### src/rtl/irqf_pkg.sv
// Package: bit positions, masks and the mode encoding shared by the flag register.
// Assumes an 8-bit register. Positions are fixed because software decodes them.
package irqf_pkg;
    localparam int REG_W    = 8;
    localparam int POS_CONV = 6;
    localparam int POS_RX   = 5;
    localparam int POS_TX   = 4;
    localparam int POS_CCU  = 2;
    localparam int POS_PER  = 1;
    localparam int POS_OVF  = 0;

    localparam logic [REG_W-1:0] STICKY_MASK = 8'b0100_0111;
    localparam logic [REG_W-1:0] STATUS_MASK = 8'b0011_0000;

    typedef enum logic [1:0] {
        CCU_CAPTURE = 2'b00,
        CCU_COMPARE = 2'b01,
        CCU_PWM     = 2'b10,
        CCU_PWM_ALT = 2'b11
    } ccu_mode_e;
endpackage

### src/rtl/irqf_sticky_bank.sv
// Sticky flag bank. Each bit selected by MASK latches a set pulse and keeps it.
// A register write loads the written value, and a hardware set in the same cycle
// overrides a written zero. Bits outside MASK are tied to zero.
// Assumes set_vec pulses are synchronous to clk.
module irqf_sticky_bank #(
    parameter int                 W    = 8,
    parameter logic [W-1:0]       MASK = '0
) (
    input  logic         clk,
    input  logic         rst_n,
    input  logic [W-1:0] set_vec,
    input  logic         wr_en,
    input  logic [W-1:0] wr_data,
    output logic [W-1:0] q
);
    logic unused_bits;

    // Fold the bits this bank never reads into one ignored signal.
    assign unused_bits = ^{set_vec & ~MASK, wr_data & ~MASK};

    for (genvar i = 0; i < W; i++) begin : g_bit
        if (MASK[i]) begin : g_sticky
            // Latch set events; a write loads the written bit; a set beats a clear.
            always_ff @(posedge clk) begin
                if (!rst_n)
                    q[i] <= 1'b0;
                else if (set_vec[i])
                    q[i] <= 1'b1;
                else if (wr_en)
                    q[i] <= wr_data[i];
            end
        end else begin : g_tied
            assign q[i] = 1'b0;
        end
    end
endmodule

### src/rtl/irqf_ccu_src.sv
// Set-source selector for the capture/compare flag. It forwards the capture or
// compare event according to the unit mode, and forwards nothing in PWM mode.
// Assumes the events are single-cycle pulses.
module irqf_ccu_src
    import irqf_pkg::*;
(
    input  logic [1:0] mode,
    input  logic       cap_evt,
    input  logic       cmp_evt,
    output logic       hit
);
    ccu_mode_e mode_e;

    // Map the raw mode bits onto the named encoding.
    assign mode_e = ccu_mode_e'(mode);

    // Choose the event source that belongs to the current mode.
    always_comb begin
        unique case (mode_e)
            CCU_CAPTURE: hit = cap_evt;
            CCU_COMPARE: hit = cmp_evt;
            default:     hit = 1'b0;
        endcase
    end
endmodule

### src/rtl/irqf_req_combine.sv
// Request combiner. It ANDs each flag with its enable, ORs the result and
// gates it with the global enable. Purely combinational.
module irqf_req_combine #(
    parameter int W = 8
) (
    input  logic [W-1:0] flags,
    input  logic [W-1:0] en,
    input  logic         glb_en,
    output logic         irq
);
    logic [W-1:0] live;

    // Keep only the flags whose enable is set, then gate globally.
    always_comb begin
        live = flags & en;
        irq  = glb_en & (|live);
    end
endmodule

### src/rtl/irqf_register.sv
// Peripheral interrupt flag register (top). It combines the sticky event flags,
// the live buffer status bits and the request combiner. Read data is
// combinational. Assumes all event inputs are synchronous to clk.
module irqf_register
    import irqf_pkg::*;
(
    input  logic             clk,
    input  logic             rst_n,
    input  logic             wr_en,
    input  logic [REG_W-1:0] wr_data,
    output logic [REG_W-1:0] rd_data,
    input  logic             adc_done,
    input  logic             rx_buf_full,
    input  logic             tx_buf_empty,
    input  logic             cap_evt,
    input  logic             cmp_evt,
    input  logic [1:0]       ccu_mode,
    input  logic             per_match,
    input  logic             t1_ovf,
    input  logic [REG_W-1:0] bit_en,
    input  logic             glb_en,
    output logic             irq
);
    logic             ccu_hit;
    logic [REG_W-1:0] set_vec;
    logic [REG_W-1:0] sticky_q;
    logic [REG_W-1:0] status_vec;

    irqf_ccu_src u_ccu (
        .mode    (ccu_mode),
        .cap_evt (cap_evt),
        .cmp_evt (cmp_evt),
        .hit     (ccu_hit)
    );

    // Place each hardware set event at its bit position.
    always_comb begin
        set_vec           = '0;
        set_vec[POS_CONV] = adc_done;
        set_vec[POS_CCU]  = ccu_hit;
        set_vec[POS_PER]  = per_match;
        set_vec[POS_OVF]  = t1_ovf;
    end

    irqf_sticky_bank #(
        .W    (REG_W),
        .MASK (STICKY_MASK)
    ) u_bank (
        .clk     (clk),
        .rst_n   (rst_n),
        .set_vec (set_vec),
        .wr_en   (wr_en),
        .wr_data (wr_data),
        .q       (sticky_q)
    );

    // Place the live buffer levels at their read-only positions.
    always_comb begin
        status_vec         = '0;
        status_vec[POS_RX] = rx_buf_full;
        status_vec[POS_TX] = tx_buf_empty;
    end

    // Read view: sticky flags merged with the masked live status.
    assign rd_data = sticky_q | (status_vec & STATUS_MASK);

    irqf_req_combine #(
        .W (REG_W)
    ) u_req (
        .flags  (rd_data),
        .en     (bit_en),
        .glb_en (glb_en),
        .irq    (irq)
    );
endmodule

### config.mk
export PLATFORM = sky130hd
export DESIGN_NAME = irqf_register
export DESIGN_NICKNAME = d
export VERILOG_FILES = /design/src/rtl/irqf_pkg.sv /design/src/rtl/irqf_sticky_bank.sv /design/src/rtl/irqf_ccu_src.sv /design/src/rtl/irqf_req_combine.sv /design/src/rtl/irqf_register.sv
export SDC_FILE = /design/constraint.sdc
export NUM_CORES = 1
export LEC_CHECK = 0
export BUFFER_PORTS_ARGS = -buffer_cell sky130_fd_sc_hd__buf_2
export CORE_AREA = 3 3 40 42
export CTS_CLUSTER_DIAMETER = 150
export CTS_CLUSTER_SIZE = 16
export DETAILED_ROUTE_END_ITERATION = 10
export DIE_AREA = 0 0 43 45
export GPL_TIMING_DRIVEN = 0
export HOLD_SLACK_MARGIN = 0.05
export PLACE_DENSITY = 0.6
export SLEW_MARGIN = 20
export SYNTH_ARGS = -nofsm -noshare
export SYNTH_HDL_FRONTEND = slang
export SYNTH_SLANG_ARGS = --single-unit
### constraint.sdc
create_clock -name clk -period 0.85 [get_ports clk]
set_input_delay 0.0425 -clock clk [delete_from_list [all_inputs] [get_ports clk]]
set_output_delay 0.0425 -clock clk [all_outputs]
set_load 0.1 [all_outputs]
# Yosys cells after proc, flatten, opt, wreduce, memory -nomap -nowiden
# Cells that the tools add are included.
# word_totals
register_bits,4
input_bits,29
# op_classes
n_eq_ne,1
n_mux,9
n_bitwise,3
reduce_logical,6
# op_table
operator,n
$and 7x8->8,1
$mux 1,8
$reduce_bool 2->1,4
$reduce_or 8->1,1
$or 7x6->7,1
$eq 2x1->1 const B,1
$logic_not 2->1,1
$pmux 1 s2,1
$and 1x1->1,1

# Longest topological paths before layout
# Gate-level depths: netlist (run 1).
# logic_depth
ltp_word,4
mapped_depth,3
mapped_depth_nobuf,3

# Cells and area by module
# From an unflattened synthesis (run 1), not the netlist that was laid out.
# unflattened
hier_cells,28
hier_area_um2,261.5
# modules_own_cells
module,instances,cells_each,area_each_um2,seq_area_each_um2
irqf_sticky_bank,1,17,188.9,80.1
irqf_req_combine,1,6,42.5,0.0
irqf_register,1,3,16.3,0.0
irqf_ccu_src,1,2,13.8,0.0

# Worst setup path after synthesis (run 1)
# No wires, ideal clock.
# synth_path
path_kind,register to output
from,reg u_bank.q[1]
to,out irq
t_arrival_ns,2.866
t_required_ns,0.808
slack_ns,-2.059
stages_incl_launch_ff,3
n_path_buf,0
cell_sequence,dfxtp_1 a22oi_1 a31oi_1
# synth_via
elab_chain_len,4
# synth_lines
item,line,rtl
start: declaration,irqf_sticky_bank.sv:14,output logic [W-1:0] q
start signal: indexed assignment,irqf_sticky_bank.sv:30,q[i] <= wr_data[i];
$or 7x6->7,irqf_register.sv:65,assign rd_data = sticky_q | (status_vec & STATUS_MASK);
$and 7x8->8,irqf_req_combine.sv:15,live = flags & en;
$reduce_or 8->1,irqf_req_combine.sv:16,irq = glb_en & (|live);
$and 1x1->1,irqf_req_combine.sv:16,
end: declaration,irqf_register.sv:22,output logic irq
# No other way between the ends.

# Worst setup path in the final report (run 1)
# layout_path
from,reg u_bank.q[0]
to,out irq
# The elaborated chain is that of the path after synthesis.

==> results of run 1 <==
layout by cell type, fill, tap and decap left out:
cell type      count
o21ai_1            1
inv_1              1
a22oi_2            3
buf_12             4
buf_8              1
mux2i_1            2
mux2_2             3
buf_2             24
buf_4              6
and2_1             1
dlygate4sd3_1      3
conb_1             2
dfxtp_4            4
o21a_1             3
clkbuf_4           3
a31oi_4            1
worst max-delay path by stage:
stage / from / end / slack (ps) / cells past startpoint
after global routing: u_bank.q[2] / irq / -300 / 3
final: u_bank.q[0] / irq / -270 / 3
after CTS: u_bank.q[0] / irq / -280 / 3
after floorplan: u_bank.q[1] / irq / -500 / 2
after global placement: u_bank.q[1] / irq / -220 / 3
after detailed placement: u_bank.q[6] / irq / -230 / 3
routing by layer:
layer	global-route usage, %	vias to the layer above
met5	0	-
met4	7.23	0
met3	4.38	0
met2	11.4	29
met1	10.4	127
li1	-	158
Yosys cell counts:
| master | n | area, um2 |
|---|---|---|
| a22oi_1 | 3 | 22.5 |
| and2_1 | 1 | 6.26 |
| conb_1 | 1 | 3.75 |
| a31oi_1 | 1 | 6.26 |
| buf_4 | 4 | 30.0 |
| o21ai_0 | 1 | 5.00 |
| dfxtp_1 | 4 | 80.1 |
| mux2_2 | 3 | 33.8 |
| inv_1 | 1 | 3.75 |
| o21a_1 | 3 | 22.5 |
| mux2i_1 | 2 | 20.0 |
worst max-delay path: stages (launching register included):
cell	delay (ps)
dfxtp_4	350
a22oi_2	80
a31oi_4	210
buf_12	190
final cells by class:
| cell class | count | area, um2 |
|---|---|---|
| Fill cell | 130 | 701 |
| Timing Repair Buffer | 34 | 260 |
| Clock buffer | 3 | 22.5 |
| Multi-Input combinational cell | 16 | 154 |
| Inverter | 1 | 3.75 |
| Tap cell | 15 | 18.8 |
| Sequential cell | 4 | 95.1 |
| Buffer | 4 | 30.0 |
timing repair:
| action | in CTS | in global routing |
|---|---|---|
| setup endpoints to repair | 7 | 7 |
| pin swaps | 2 | 2 |
| buffers inserted | 0 | 2 |
| gates resized for setup | 13 | 8 |
| endpoints found under the hold margin | 3 | 0 |
| hold buffers | 3 | 0 |
metrics by stage:
step,hold slack (ps),setup slack (ps)
2_1_floorplan,159,-502
4_1_cts,57.5,-278
3_3_place_gp,255,-215
5_1_grt,66.4,-302
3_5_place_dp,260,-226
6_report,65.2,-272
power by group:
group          internal (W)  switching [W]
Sequential         0.000203      0.0000185
Clock              0.000158      0.0000729
Combinational      0.000177       0.000281
Total              0.000538       0.000373
cell families after synthesis:
| kind of cell | after synthesis | share of synthesized area [%] |
|---|---|---|
| AOI/OAI and AO/OA | 8 | 24.1 |
| muxes | 5 | 23.0 |
| buffers and inverters | 5 | 14.4 |
| DFF | 4 | 34.2 |
| and+or+nand+nor | 1 | 2.68 |
| other | 1 | 1.60 |
==> results.json, run 1 <==
{
  "setup_slack_ps": -272,
  "min_to": "u_bank.q[6]",
  "worstSetupPathType": "register to primary output",
  "hold_violations": 0,
  "die_height_um": 45,
  "clock_skew_ps": 0,
  "drv_cap": 0,
  "largest_register_ffs": 4,
  "top_regs": "u_bank.q (4)",
  "drive_gt1_share_pct": 79.0,
  "initial_core_util_pct": 18.2,
  "worstHoldStart": "rst_n",
  "r2r_setup_slack_ps": -20,
  "numPortBuffers": 29,
  "critPathCaptureType": "primary output",
  "reg2reg_depth": 2,
  "drt_wl_total_um": 826,
  "peakVddDrop_mv": 0.546,
  "num_vias": 314,
  "failed_checks": "setup timing",
  "syn_area_um2": 234,
  "antenna_cells": 0,
  "coreArea_um2": 1280,
  "clk_latency_ps": 230,
  "cts_made_buffers": 3,
  "grt_pass1_wl_um": 1180,
  "critPathLaunchType": "register",
  "clk_pin_slew_ps": 40,
  "finalSetupTns_ps": -421,
  "wl_met3_um": 147,
  "final_util_pct": 45.5,
  "pwr_density_cell_nw_per_um2": 1560,
  "rsz0062_at_grt": "true",
  "regMostFlops": "u_bank.q",
  "h-tree-depth": 1,
  "report.final.slew_viol_count": 0,
  "track_usage_pct": 8.67,
  "cts-root-buf": "clkbuf_4",
  "vias_per_cell": 4.08,
  "first_pass_iters": 2,
  "rr_startpoint": "u_bank.q[0]",
  "first_iter_violations": 1,
  "drtAntennaViolNets": 0,
  "cts_sinks": 4,
  "period_needed_ps": 1120,
  "cp_data_required_time_ps": 810,
  "grt_max_degree": 5,
  "pin_count": 38,
  "setup_viol": 6,
  "reg2reg_to": "u_bank.q[0]",
  "cts_tree": "done",
  "ys_ff_latch": 4,
  "timing.final.crit_share_pct": 132,
  "post_synth.cell_area_avg_um2": 9.75,
  "fmax_mhz": 892,
  "grt_pass1_vias": 279,
  "worstPathMaxFanout": 3,
  "topRoutingLayerUsed": "met3",
  "overflow": 0,
  "fin_cells": 77,
  "hold_class": "input pin to register",
  "avgRoutedWirePerCell_um": 10.7,
  "wl_met2_um": 356,
  "syn_inst": 24,
  "hold_depth": 2,
  "place_congestion": 0.597,
  "rows": 13,
  "drcViolationCount": 0,
  "p_total_w": 0.000910,
  "place_inst": 69,
  "place_area_um2": 442,
  "post_synth_num_cell_types": 11,
  "yosys_warnings": 0,
  "clk_path_buf_depth": 2,
  "dieArea_um2": 1940,
  "antenna_found_initial": 0,
  "fp.dieW_um": 43,
  "m1WireLength_um": 322,
  "leakage_nw": 0.287,
  "stdcell_area_um2": 584,
  "final_nets": 93,
  "status": "finished, violations left",
  "worstPathArrival_ps": 1080,
  "synthToLayoutAreaGrowth_pct": 150,
  "yosysSeqAreaShare_pct": 34.2
}
(Power assumes the default switching activity.)
==> run 2: changes to the inputs <==
--- a/config.mk
+++ b/config.mk
@@ -13,7 +13,7 @@
 export DIE_AREA = 0 0 43 45
 export GPL_TIMING_DRIVEN = 0
 export HOLD_SLACK_MARGIN = 0.05
-export PLACE_DENSITY = 0.6
+export PLACE_DENSITY = 0.58
 export SLEW_MARGIN = 20
 export SYNTH_ARGS = -nofsm -noshare
 export SYNTH_HDL_FRONTEND = slang
==> constraint.sdc (replaced) <==
create_clock -name clk -period 1.3 [get_ports clk]
set_input_delay 0.13 -clock clk [delete_from_list [all_inputs] [get_ports clk]]
set_output_delay 0.13 -clock clk [all_outputs]
set_load 0.1 [all_outputs]
==> run 2 against run 1 <==
Against the previous run: the flow now finishes without violations; combinational power down 46%; cell count is 6.5% lower; cell area is 19% lower; non-clock buffer count down 5; first-iteration DRC count rose to 5.0 times the previous value; clock skew did not move; via count down 4.8%; critical path type unchanged; critical endpoint unchanged; largest cell class unchanged.
==> results.json, run 2 (synthesis gave the netlist of run 1 again) <==
{
  "final_cell_mix": "buf_2, buf_4, dfxtp_4",
  "post_cts_buffers": 0,
  "worstPathMaxFanout": 3,
  "clock_skew_ps": 0,
  "pin_count": 38,
  "overflow": 0,
  "critPathCaptureType": "primary output",
  "drcViolationCount": 0,
  "cpPeakStageDelay_ps": 340,
  "cts_tree": "done",
  "report.final.slew_viol_count": 0,
  "reg2reg_depth": 2,
  "final_common_cell": "buf_2",
  "place_congestion": 0.631,
  "first_pass_iters": 3,
  "clk_pin_slew_ps": 40,
  "rsz0062_at_grt": "false",
  "hold_class": "input pin to register",
  "top_regs": "u_bank.q (4)",
  "drtAntennaViolNets": 0,
  "fillers": 132,
  "rr_startpoint": "u_bank.q[1]",
  "first_iter_violations": 5,
  "hold_buffers": 0,
  "path_delay_family": "compound AO/OA/AOI/OAI gates",
  "fmax_mhz": 798,
  "drive_gt1_share_pct": 80.7,
  "die_height_um": 45,
  "worstSetupPathType": "register to primary output",
  "path_buf_inv": 1,
  "synthToLayoutAreaGrowth_pct": 101,
  "p_total_w": 0.000541,
  "final_nets": 88,
  "antenna_cells": 0,
  "path_cells": "a22oi_2 > a31oi_4 > buf_6",
  "initial_core_util_pct": 18.2,
  "hpwl_um": 622,
  "r2r_setup_slack_ps": 440,
  "grt_pass1_vias": 290,
  "holdWs_ps": 106,
  "num_vias": 299,
  "pwr_density_cell_nw_per_um2": 1150,
  "cts_resized": 2,
  "hold_depth": 2,
  "critPathSlowestCell": "dfxtp_4",
  "regMostFlops": "u_bank.q",
  "worstHoldStart": "per_match",
  "clk_path_buf_depth": 2,
  "grt_max_degree": 5,
  "grt_pass1_wl_um": 1100,
  "finalSetupTns_ps": 0,
  "coreArea_um2": 1280,
  "peakVddDrop_mv": 0.326,
  "rows": 13,
  "clk_latency_ps": 230,
  "fin_cells": 72,
  "avgRoutedWirePerCell_um": 9.82,
  "cts_sinks": 4,
  "status": "completed",
  "vias_per_cell": 4.15,
  "period_needed_ps": 1250,
  "critPathLaunchType": "register",
  "setup_viol": 0,
  "cts_made_buffers": 3,
  "numPortBuffers": 29,
  "timing.final.crit_share_pct": 96.4,
  "place_inst": 69,
  "reg2reg_to": "u_bank.q[1]",
  "cp_data_required_time_ps": 1170,
  "fp.dieW_um": 43,
  "hold_violations": 0,
  "drv_cap": 0,
  "antenna_found_initial": 0,
  "dieArea_um2": 1940,
  "leakage_nw": 0.245,
  "largest_register_ffs": 4,
  "h-tree-depth": 1,
  "drt_wl_total_um": 707,
  "min_to": "u_bank.q[1]",
  "cts-root-buf": "clkbuf_4",
  "worstPathArrival_ps": 1120,
  "track_usage_pct": 8.17
}
## run 2: stage by stage
step                setup WS (ps)  util, %  cell area, um2
finish                       46.5     36.6             470
global route                 5.93     36.6             470
CTS                          24.8     36.6             470
detailed placement            121     34.4             442
global placement              136     34.4             442
floorplan                    -140        -             278
## run 2: report_power, final
part	total [W]	internal (W)	switching (W)	leakage, nW
logic	0.000247	0.0000710	0.000176	0.196
registers	0.000141	0.000132	0.00000861	0.0355
clock network	0.000153	0.000103	0.0000495	0.0138
total	0.000541	0.000306	0.000234	0.245
## run 2: worst max-delay path by stage
stage | start | endpoint | slack (ps) | depth (start not counted)
floorplan | u_bank.q[1] | irq | -140 | 2
global placement | u_bank.q[1] | irq | 140 | 3
detailed placement | u_bank.q[1] | irq | 120 | 3
CTS | u_bank.q[1] | irq | 20 | 3
global route | u_bank.q[6] | irq | 6 | 3
finish | u_bank.q[1] | irq | 50 | 3
## run 2: layout make-up
type                    instances  area, um2  share of cell area (%)
clock buffers                   3       22.5                    4.79
flip-flops and latches          4       95.1                    20.2
plain buffers                   4       30.0                    6.38
multi-input cells              16        149                    31.6
well taps                      15       18.8                    3.99
inverters                       1       3.75                   0.798
repair buffers                 29        151                    32.2
## run 2: metal layers
metal  part of all wire, %  GRT usage [%]
met4                     0           5.42
met3                    22           4.78
met2                    42           12.9
met5                     0              0
met1                    36           8.23
